===== config.mk =====
export PLATFORM = sky130hd
export DESIGN_NAME = dac_debug_unit
export DESIGN_NICKNAME = d
export VERILOG_FILES = /design/src/rtl/dac_pkg.sv /design/src/rtl/dac_cfg_regs.sv /design/src/rtl/dac_match.sv /design/src/rtl/dac_qual_gate.sv /design/src/rtl/dac_status.sv /design/src/rtl/dac_debug_unit.sv
export SDC_FILE = /design/constraint.sdc
export NUM_CORES = 1
export LEC_CHECK = 0
export ABC_AREA = 1
export BUFFER_PORTS_ARGS = -buffer_cell sky130_fd_sc_hd__buf_2
export CAP_MARGIN = 20
export CORE_ASPECT_RATIO = 0.75
export CORE_UTILIZATION = 28
export DETAILED_ROUTE_END_ITERATION = 16
export REMOVE_ABC_BUFFERS = 1
export SYNTH_ARGS = -nofsm -noshare
export SYNTH_HDL_FRONTEND = slang
export SYNTH_SLANG_ARGS = --single-unit

===== constraint.sdc =====
create_clock -name clk -period 1.8 [get_ports clk]
set_input_delay 0.27 -clock clk [delete_from_list [all_inputs] [get_ports clk]]
set_output_delay 0.27 -clock clk [all_outputs]
set_load 0.02 [all_outputs]

===== src/rtl/dac_pkg.sv =====
package dac_pkg;

   typedef enum logic [1:0] {
      MODE_EXACT = 2'b00,
      MODE_MASK  = 2'b01,
      MODE_INCL  = 2'b10,
      MODE_EXCL  = 2'b11
   } dac_mode_e;

   typedef enum logic [1:0] {
      QUAL_ANY  = 2'b00,
      QUAL_RSVD = 2'b01,
      QUAL_DS0  = 2'b10,
      QUAL_DS1  = 2'b11
   } dac_qual_e;

   typedef struct packed {
      logic      wr_en1;
      logic      rd_en1;
      logic      wr_en0;
      logic      rd_en0;
      dac_qual_e qual1;
      dac_qual_e qual0;
      dac_mode_e mode;
   } dac_ctrl_t;

   localparam int CTRL_W = $bits(dac_ctrl_t);
   localparam int NUM_CMP = 2;
   localparam int STS_W = 2 * NUM_CMP;

endpackage


===== src/rtl/dac_cfg_regs.sv =====
module dac_cfg_regs
   import dac_pkg::*;
#(
   parameter int ADDR_W = 32
) (
   input  logic              clk,
   input  logic              rst_n,
   input  logic              cmp1_we,
   input  logic              cmp2_we,
   input  logic              ctrl_we,
   input  logic [ADDR_W-1:0] wdata,
   output logic [ADDR_W-1:0] cmp1_q,
   output logic [ADDR_W-1:0] cmp2_q,
   output dac_ctrl_t         ctrl_q
);

   generate
      if (ADDR_W < CTRL_W) begin : g_bad_width
         $error("dac_cfg_regs: ADDR_W must hold the control word");
      end
   endgenerate

   always_ff @(posedge clk) begin
      if (!rst_n) begin
         cmp1_q <= '0;
         cmp2_q <= '0;
         ctrl_q <= '0;
      end else begin
         if (cmp1_we) cmp1_q <= wdata;
         if (cmp2_we) cmp2_q <= wdata;
         if (ctrl_we) ctrl_q <= dac_ctrl_t'(wdata[CTRL_W-1:0]);
      end
   end

endmodule


===== src/rtl/dac_match.sv =====
module dac_match
   import dac_pkg::*;
#(
   parameter int ADDR_W       = 32,
   parameter bit RANGE_MODES  = 1'b1
) (
   input  logic [ADDR_W-1:0] addr,
   input  logic [ADDR_W-1:0] cmp1,
   input  logic [ADDR_W-1:0] cmp2,
   input  dac_mode_e         mode,
   output logic [1:0]        raw_hit
);

   logic eq1, eq2, mask_eq;
   logic in_range, out_range;

   assign eq1     = (addr == cmp1);
   assign eq2     = (addr == cmp2);
   assign mask_eq = ((addr & cmp2) == (cmp1 & cmp2));

   generate
      if (RANGE_MODES) begin : g_range
         logic ge_lo, lt_hi;
         assign ge_lo     = (addr >= cmp1);
         assign lt_hi     = (addr <  cmp2);
         assign in_range  = ge_lo & lt_hi;
         assign out_range = ~ge_lo | ~lt_hi;
      end else begin : g_no_range
         assign in_range  = 1'b0;
         assign out_range = 1'b0;
      end
   endgenerate

   always_comb begin
      unique case (mode)
         MODE_EXACT: raw_hit = {eq2, eq1};
         MODE_MASK:  raw_hit = {2{mask_eq}};
         MODE_INCL:  raw_hit = {2{in_range}};
         MODE_EXCL:  raw_hit = {2{out_range}};
         default:    raw_hit = 2'b00;
      endcase
   end

endmodule


===== src/rtl/dac_qual_gate.sv =====
module dac_qual_gate
   import dac_pkg::*;
(
   input  logic      raw_hit,
   input  dac_qual_e qual,
   input  logic      ds,
   input  logic      valid,
   input  logic      is_write,
   input  logic      rd_en,
   input  logic      wr_en,
   output logic [1:0] set_rw
);

   logic ds_ok;

   always_comb begin
      unique case (qual)
         QUAL_ANY:  ds_ok = 1'b1;
         QUAL_DS0:  ds_ok = ~ds;
         QUAL_DS1:  ds_ok = ds;
         default:   ds_ok = 1'b0;
      endcase
   end

   logic hit;
   assign hit       = valid & raw_hit & ds_ok;
   assign set_rw[0] = hit & ~is_write & rd_en;
   assign set_rw[1] = hit &  is_write & wr_en;

endmodule


===== src/rtl/dac_status.sv =====
module dac_status #(
   parameter int NBITS = 4
) (
   input  logic             clk,
   input  logic             rst_n,
   input  logic [NBITS-1:0] set_vec,
   input  logic             clr_we,
   input  logic [NBITS-1:0] clr_mask,
   output logic [NBITS-1:0] sts_q
);

   generate
      if (NBITS < 1) begin : g_bad_bits
         $error("dac_status: NBITS must be positive");
      end
   endgenerate

   logic [NBITS-1:0] clr_eff;
   assign clr_eff = clr_we ? clr_mask : '0;

   for (genvar b = 0; b < NBITS; b++) begin : g_bit
      always_ff @(posedge clk) begin
         if (!rst_n)          sts_q[b] <= 1'b0;
         else if (set_vec[b]) sts_q[b] <= 1'b1;
         else if (clr_eff[b]) sts_q[b] <= 1'b0;
      end
   end

endmodule


===== src/rtl/dac_debug_unit.sv =====
module dac_debug_unit
   import dac_pkg::*;
#(
   parameter int ADDR_W      = 32,
   parameter bit RANGE_MODES = 1'b1
) (
   input  logic              clk,
   input  logic              rst_n,
   input  logic              acc_valid,
   input  logic [ADDR_W-1:0] acc_addr,
   input  logic              acc_write,
   input  logic              acc_ds,
   input  logic              cfg_cmp1_we,
   input  logic              cfg_cmp2_we,
   input  logic              cfg_ctrl_we,
   input  logic [ADDR_W-1:0] cfg_wdata,
   input  logic              sts_w1c_we,
   input  logic [STS_W-1:0]  sts_w1c_mask,
   output logic [STS_W-1:0]  sts_q
);

   logic [ADDR_W-1:0] cmp1_q, cmp2_q;
   dac_ctrl_t         ctrl_q;
   logic [1:0]        raw_hit;
   logic [STS_W-1:0]  evt_set;

   dac_cfg_regs #(.ADDR_W(ADDR_W)) u_cfg (
      .clk     (clk),
      .rst_n   (rst_n),
      .cmp1_we (cfg_cmp1_we),
      .cmp2_we (cfg_cmp2_we),
      .ctrl_we (cfg_ctrl_we),
      .wdata   (cfg_wdata),
      .cmp1_q  (cmp1_q),
      .cmp2_q  (cmp2_q),
      .ctrl_q  (ctrl_q)
   );

   dac_match #(.ADDR_W(ADDR_W), .RANGE_MODES(RANGE_MODES)) u_match (
      .addr    (acc_addr),
      .cmp1    (cmp1_q),
      .cmp2    (cmp2_q),
      .mode    (ctrl_q.mode),
      .raw_hit (raw_hit)
   );

   dac_qual_e  qual_v  [NUM_CMP];
   logic       rden_v  [NUM_CMP];
   logic       wren_v  [NUM_CMP];

   assign qual_v[0] = ctrl_q.qual0;
   assign qual_v[1] = ctrl_q.qual1;
   assign rden_v[0] = ctrl_q.rd_en0;
   assign rden_v[1] = ctrl_q.rd_en1;
   assign wren_v[0] = ctrl_q.wr_en0;
   assign wren_v[1] = ctrl_q.wr_en1;

   for (genvar k = 0; k < NUM_CMP; k++) begin : g_cmp
      dac_qual_gate u_gate (
         .raw_hit  (raw_hit[k]),
         .qual     (qual_v[k]),
         .ds       (acc_ds),
         .valid    (acc_valid),
         .is_write (acc_write),
         .rd_en    (rden_v[k]),
         .wr_en    (wren_v[k]),
         .set_rw   (evt_set[2*k +: 2])
      );
   end

   dac_status #(.NBITS(STS_W)) u_sts (
      .clk      (clk),
      .rst_n    (rst_n),
      .set_vec  (evt_set),
      .clr_we   (sts_w1c_we),
      .clr_mask (sts_w1c_mask),
      .sts_q    (sts_q)
   );

endmodule


== Word level (Yosys, flattened, before mapping) ==
Index checks and enable logic that the tools add are counted.
W data, S select, Z words.
Word-level totals
  register bits after elaboration: 78
  bits of input ports: 77
  output and inout port bits: 4
  word-level logic and storage cells: 64
Cells by class
  $lt $le $gt $ge: 2
  equality and inequality tests: 10
  multiplexer cells: 12
  bitwise operators: 20
  reduce and logical (&&, ||, !) cells: 7
Operators with widths (count)
  $eq A32 B32 Y1: 3
  $and A32 B32 Y32: 2
  $ge A32 B32 Y1: 1
  $lt A32 B32 Y1: 1
  $and A1 B1 Y1: 13
  $eq A2 B2 Y1 const B: 6
  $mux W1: 8
  $pmux W2 S4: 1
  $reduce_bool A2 Y1: 4
  $logic_not A2 Y1: 3
  $pmux W1 S3: 2
  $mux W4: 1
  $not A1 Y1: 4
  $eq A2 B1 Y1 const B: 1
  $or A1 B1 Y1: 1

== Depth between registers and ports, before layout ==
  depth in word-level cells: 9
  depth in mapped cells: 18
  mapped depth without buffers: 18

== Cells and area by module ==
Synthesis repeated with hierarchy kept, for this count alone.
Second synthesis, totals
  cell total of the unflattened synthesis: 965
  area, all modules: 6110.9 µm²
By module, submodules not included
  dac_cfg_regs: instances 1, cells each 426, area each 2930.3 µm²
  dac_match: instances 1, cells each 494, area each 2922.8 µm²
  dac_status: instances 1, cells each 21, area each 152.6 µm²
  dac_qual_gate: instances 2, cells each 12, area each 52.6 µm²

== Worst setup path after synthesis ==
OpenSTA, ideal clock, no wires.
  kind: reg-to-reg
  start: register u_cfg.cmp1_q[31]
  end: register u_sts.sts_q[0]
  data arrival time: 1.554 ns
  data required time: 1.683 ns
  slack: 0.129 ns
  stages on the path, launching flop included: 16
  clock period less this slack: 1.671 ns
  path through: dfxtp_1 > inv_1 > ha_1 > nand2_1 > nor2_2 > nand4_2 > nor2_2 > nand2_1 > nand2_1 > nor2_1 > nand2_1 > nand2_1 > nand2_1 > nand2_2 > nand4_1 > a21oi_1
On the way
  cells in the longest elaborated chain, start to end: 9
  elaborated cells between the ends (all ways): 14
  those cells by class: order compare (1); eq/ne (2); mux (2); bitwise (8); reduce/logical (1)
RTL lines
  start: declaration: RTL line dac_cfg_regs.sv:12  | output logic [ADDR_W-1:0] cmp1_q,
  start signal: assignment: RTL line dac_cfg_regs.sv:29  | if (cmp1_we) cmp1_q <= wdata;
  $ge A32 B32 Y1: RTL line dac_match.sv:24  | assign ge_lo = (addr >= cmp1);
  $not A1 Y1: RTL line dac_match.sv:27  | assign out_range = ~ge_lo | ~lt_hi;
  $or A1 B1 Y1: RTL line dac_match.sv:27
  $pmux W2 S4 (*): RTL line dac_match.sv:35  | unique case (mode)
  $and A1 B1 Y1 (*) (2 in series): RTL line dac_qual_gate.sv:26  | assign hit = valid & raw_hit & ds_ok;
  $and A1 B1 Y1 (*) (2 in series): RTL line dac_qual_gate.sv:27  | assign set_rw[0] = hit & ~is_write & rd_en;
  $mux W1 / $reduce_bool A2 Y1 (equally long branches)
  end signal: indexed assignment: RTL line dac_status.sv:23  | if (!rst_n) sts_q[b] <= 1'b0;
  end signal: indexed assignment: RTL line dac_status.sv:24  | else if (set_vec[b]) sts_q[b] <= 1'b1;
  end signal: indexed assignment: RTL line dac_status.sv:25  | else if (clr_eff[b]) sts_q[b] <= 1'b0;
  end: declaration: RTL line dac_status.sv:9  | output logic [NBITS-1:0] sts_q
Mark *: on every way between the ends. The rest lies on a longest branch, timed or not.
A chain may end at the register's enable or synchronous reset.

== Final worst setup path ==
  start: register u_cfg.cmp1_q[25]
  end: register u_sts.sts_q[2]
The elaborated chain is that of the path after synthesis.

==> results.md <==
* Run status: complete, but fails checks
* Failing checks: negative setup slack
* # diodes at 0
* Ys Warns at 0
* Register Area at 0.00159 sq mm
* GRT Residual Overflow at 0
* RSZ-0062 raised after global routing: yes
* Worst Hold End: u_cfg.cmp2_q[0]$_SDFFE_PN0P_
* Final WS setup at -0.0891 ns
* Max Fclk at 0.529 GHz
* Port Buf Inserts at 80
* Placer Congestion at 0.813
* Initial core utilization at 29.2%
* DR iter-0 viols at 211
* Multi-input logic area at 0.00365 sq mm
* CP startpoint kind: flop
* Slew Limit Fails at 0
* Hold wc startpoint: cfg_cmp2_we
* Area delta synth->final at 35.9%
* DRC Markers at 0
* Hold Path Class: input port to flop
* CTS tree: yes
* Die Footprint at 0.0193 sq mm
* Nets at 1026
* Final WL at 14.6 mm
* Cells along the critical path: inv_1 -> ha_1 -> nand2_1 -> nand2_1 -> nand3_1 -> nand2_2 -> a21oi_4 -> nand2_1 -> nor2_1 -> nand2_1 -> nand2_2 -> nand2_2 -> nand2_2 -> nand4_1 -> a21oi_1
* Rows at 42
* Layout cells sized above 1 at 30.3%
* ANT nets after route at 0
* Worst-Skew Late Latency at 0.33 ns
* Kind of end point of the critical path: flop
* Cell Pwr Density at 688 mW/mm^2
* Drt pass-1 iters at 4
* Worst Skew at 0.00430 ns
* Distinct cells, synth at 29
* Vias/cell at 4.46
* Clk buf depth at 2
* CTS buffer count at 9
* Internal power at 3.42 mW
* Syn Inst Count at 711
* Die height at 121 microns
* Clk pin slew, worst setup/hold paths at 0.06 ns
* Seq cells post-synth at 78
* Reg-to-reg critical path startpoint: u_cfg.cmp1_q[25]$_SDFFE_PN0P_
* Sequential power share at 39.1%
* Fillcell total at 1937
* Most common cell after layout, fill and taps aside: nand2_1
* Worst path slowest cell: dfxtp_2
* CTS root buffer: clkbuf_16
* Maxcap violations at 0
* VDD IR max at 337 uV
* RR Endpoint: u_sts.sts_q[2]$_SDFFE_PN0P_
* Final Setup Violations at 4
* Initial antenna violation count at 0
* GRT Resource Usage Total at 15.5%
* CP Class: flop to flop
* Power share of the combinational group at 25.9%
* CP peak stage delay at 0.34 ns
* Core Util, Final at 39.6%
* Net Sw Power at 1.49 mW
* Leak at 3.25 nW
* Sequential share of the synthesized area at 29.8%
* I/O pins at 81
* Tmin final at 1.89 ns
* Place WS at -0.224 ns
* DP Cell Count at 1080
* Hold_buf cts at 0
* Reg2Reg Setup Slack at -0.09 ns
* Power share of the clock group at 35.0%
* Critical Path RT at 2.06 ns
* Net Sw Frac at 30.3%
* CORE AREA at 0.0180 sq mm
* Vias in the first global route at 4541
* Worst relative slew slack at 71.7%
* Hpwl dp at 11.0 mm
* Vias post-DR at 4901
* Slew @ Worst Pin at 0.424 ns
* Fin cells at 1099
* Fin Hold WS at 0.191 ns
* Tcrit/Tclk final at 105%
* Most frequent cells in the layout: nand2_1 (109), a21oi_1 (92), o21ai_0 (90)
* Syn Std Cell Area at 0.00524 sq mm
* Overall power at 4.90 mW
* Drt wl/cell at 13.3 microns
* Avg Cell Area, Syn at 7.37 sq um
* DIE WIDTH at 160 microns
* Hold Path Depth at 3
* First-pass GRT wire length at 23.3 mm
* Largest net degree at the start of global routing at 76
* Clock sinks at 78
* H-tree depth at 3
* Reg2Reg Depth at 15
* Arr. time, crit path at 2.15 ns
* CP Max Fanout at 4
* Final Hold Fails at 0
## registers in the layout, indices dropped and copies added, names as in the netlist
name / count
u_sts.sts_q: 4
u_cfg.ctrl_q: 10
u_cfg.cmp2_q: 32
u_cfg.cmp1_q: 32
## worst max path at each step
stage / from / endpoint / slack, ns / cells after the start
finish: u_cfg.cmp1_q[25]$_SDFFE_PN0P_ / u_sts.sts_q[2]$_SDFFE_PN0P_ / -0.09 / 15
global route: u_cfg.cmp2_q[25]$_SDFFE_PN0P_ / u_sts.sts_q[3]$_SDFFE_PN0P_ / -0.22 / 13
CTS: u_cfg.cmp2_q[21]$_SDFFE_PN0P_ / u_sts.sts_q[1]$_SDFFE_PN0P_ / -0.08 / 12
detailed placement: acc_addr[7] / u_sts.sts_q[1]$_SDFFE_PN0P_ / -0.22 / 15
global placement: acc_addr[7] / u_sts.sts_q[1]$_SDFFE_PN0P_ / -0.20 / 15
floorplan: u_cfg.cmp1_q[31]$_SDFFE_PN0P_ / u_sts.sts_q[0]$_SDFFE_PN0P_ / 0.13 / 15
## cell usage after synthesis
library cell,number,area [sq um]
o2bb2ai_1,1,8.76
nor3_1,3,15.0
nor2_2,2,12.5
nand2_1,121,454
nand2_2,1,6.26
a21oi_1,102,510
nand4_2,2,25.0
nor3_2,1,10.0
nand3b_1,3,22.5
o2111ai_1,1,8.76
a21boi_0,1,7.51
nand4_1,9,56.3
dfxtp_1,78,1560
xor2_1,12,105
clkbuf_1,21,78.8
nor3_4,1,16.3
a31oi_1,1,6.26
xnor2_1,4,35.0
inv_2,6,22.5
nand3_1,12,60.1
clkinv_1,2,7.51
a21o_1,2,15.0
nor2_1,46,173
o21a_1,2,15.0
o21ai_1,5,25.0
inv_1,82,308
o21ai_0,93,465
nand3_2,1,10.0
ha_1,96,1200
## through the flow
step                      area (sq um)  TNS, ns
after detailed placement          6410   -0.871
after CTS                         6830   -0.247
after floorplan                   5160        0
final                             7120   -0.304
after global placement            6410   -0.783
after global routing              7120   -0.850
## repair_timing
action | CTS | global route
setup endpoints to repair | 4 | 4
buffers inserted | 1 | 3
pin swaps | 20 | 28
resized for setup | 35 | 59
## power by group through the flow
stage / clock, mW / sequential (mW) / combinational [mW]
4_1_cts: 1.77 / 1.91 / 1.16
3_5_place_dp: 0 / 1.95 / 1.11
2_1_floorplan: 0 / 1.94 / 0.606
6_report: 1.72 / 1.92 / 1.27
5_1_grt: 1.84 / 1.93 / 1.44
3_3_place_gp: 0 / 1.94 / 1.09
## critical path, delay by kind of cell (launching register included)
kind                       cells  cell delay [ns]
buffers and inverters          1             0.06
AOI/OAI and AO/OA              2             0.30
DFF                            1             0.34
and+or+nand+nor               11             0.84
adders and majority gates      1             0.29
## logic make-up after synthesis
group / synth area share [%]
compound gates: 20.3
simple gates: 16.4
buf+inv: 7.95
fa+ha+maj: 22.9
flops: 29.8
xor+xnor: 2.67
## layout make-up
cell class / instances / area share, %
timing repair buffer: 152 / 13.7
inverter: 90 / 4.74
tap: 242 / 4.25
multi-input combinational: 522 / 51.2
sequential: 78 / 22.3
clock buffer: 14 / 3.71
clock inverter: 1 / 0.0703
## metal layers
metal  up-vias  share of wire (%)  routed length, microns  global-route usage (%)
li1       2654                  -                       -                       -
met1      2148                 54                    7870                    23.3
met2        86                 40                    5920                    22.3
met3        13                4.6                     678                    3.26
met4         0               0.98                     143                    3.21
met5         -                  0                       0                       0
Note: power is estimated with default switching activity, not from simulation.
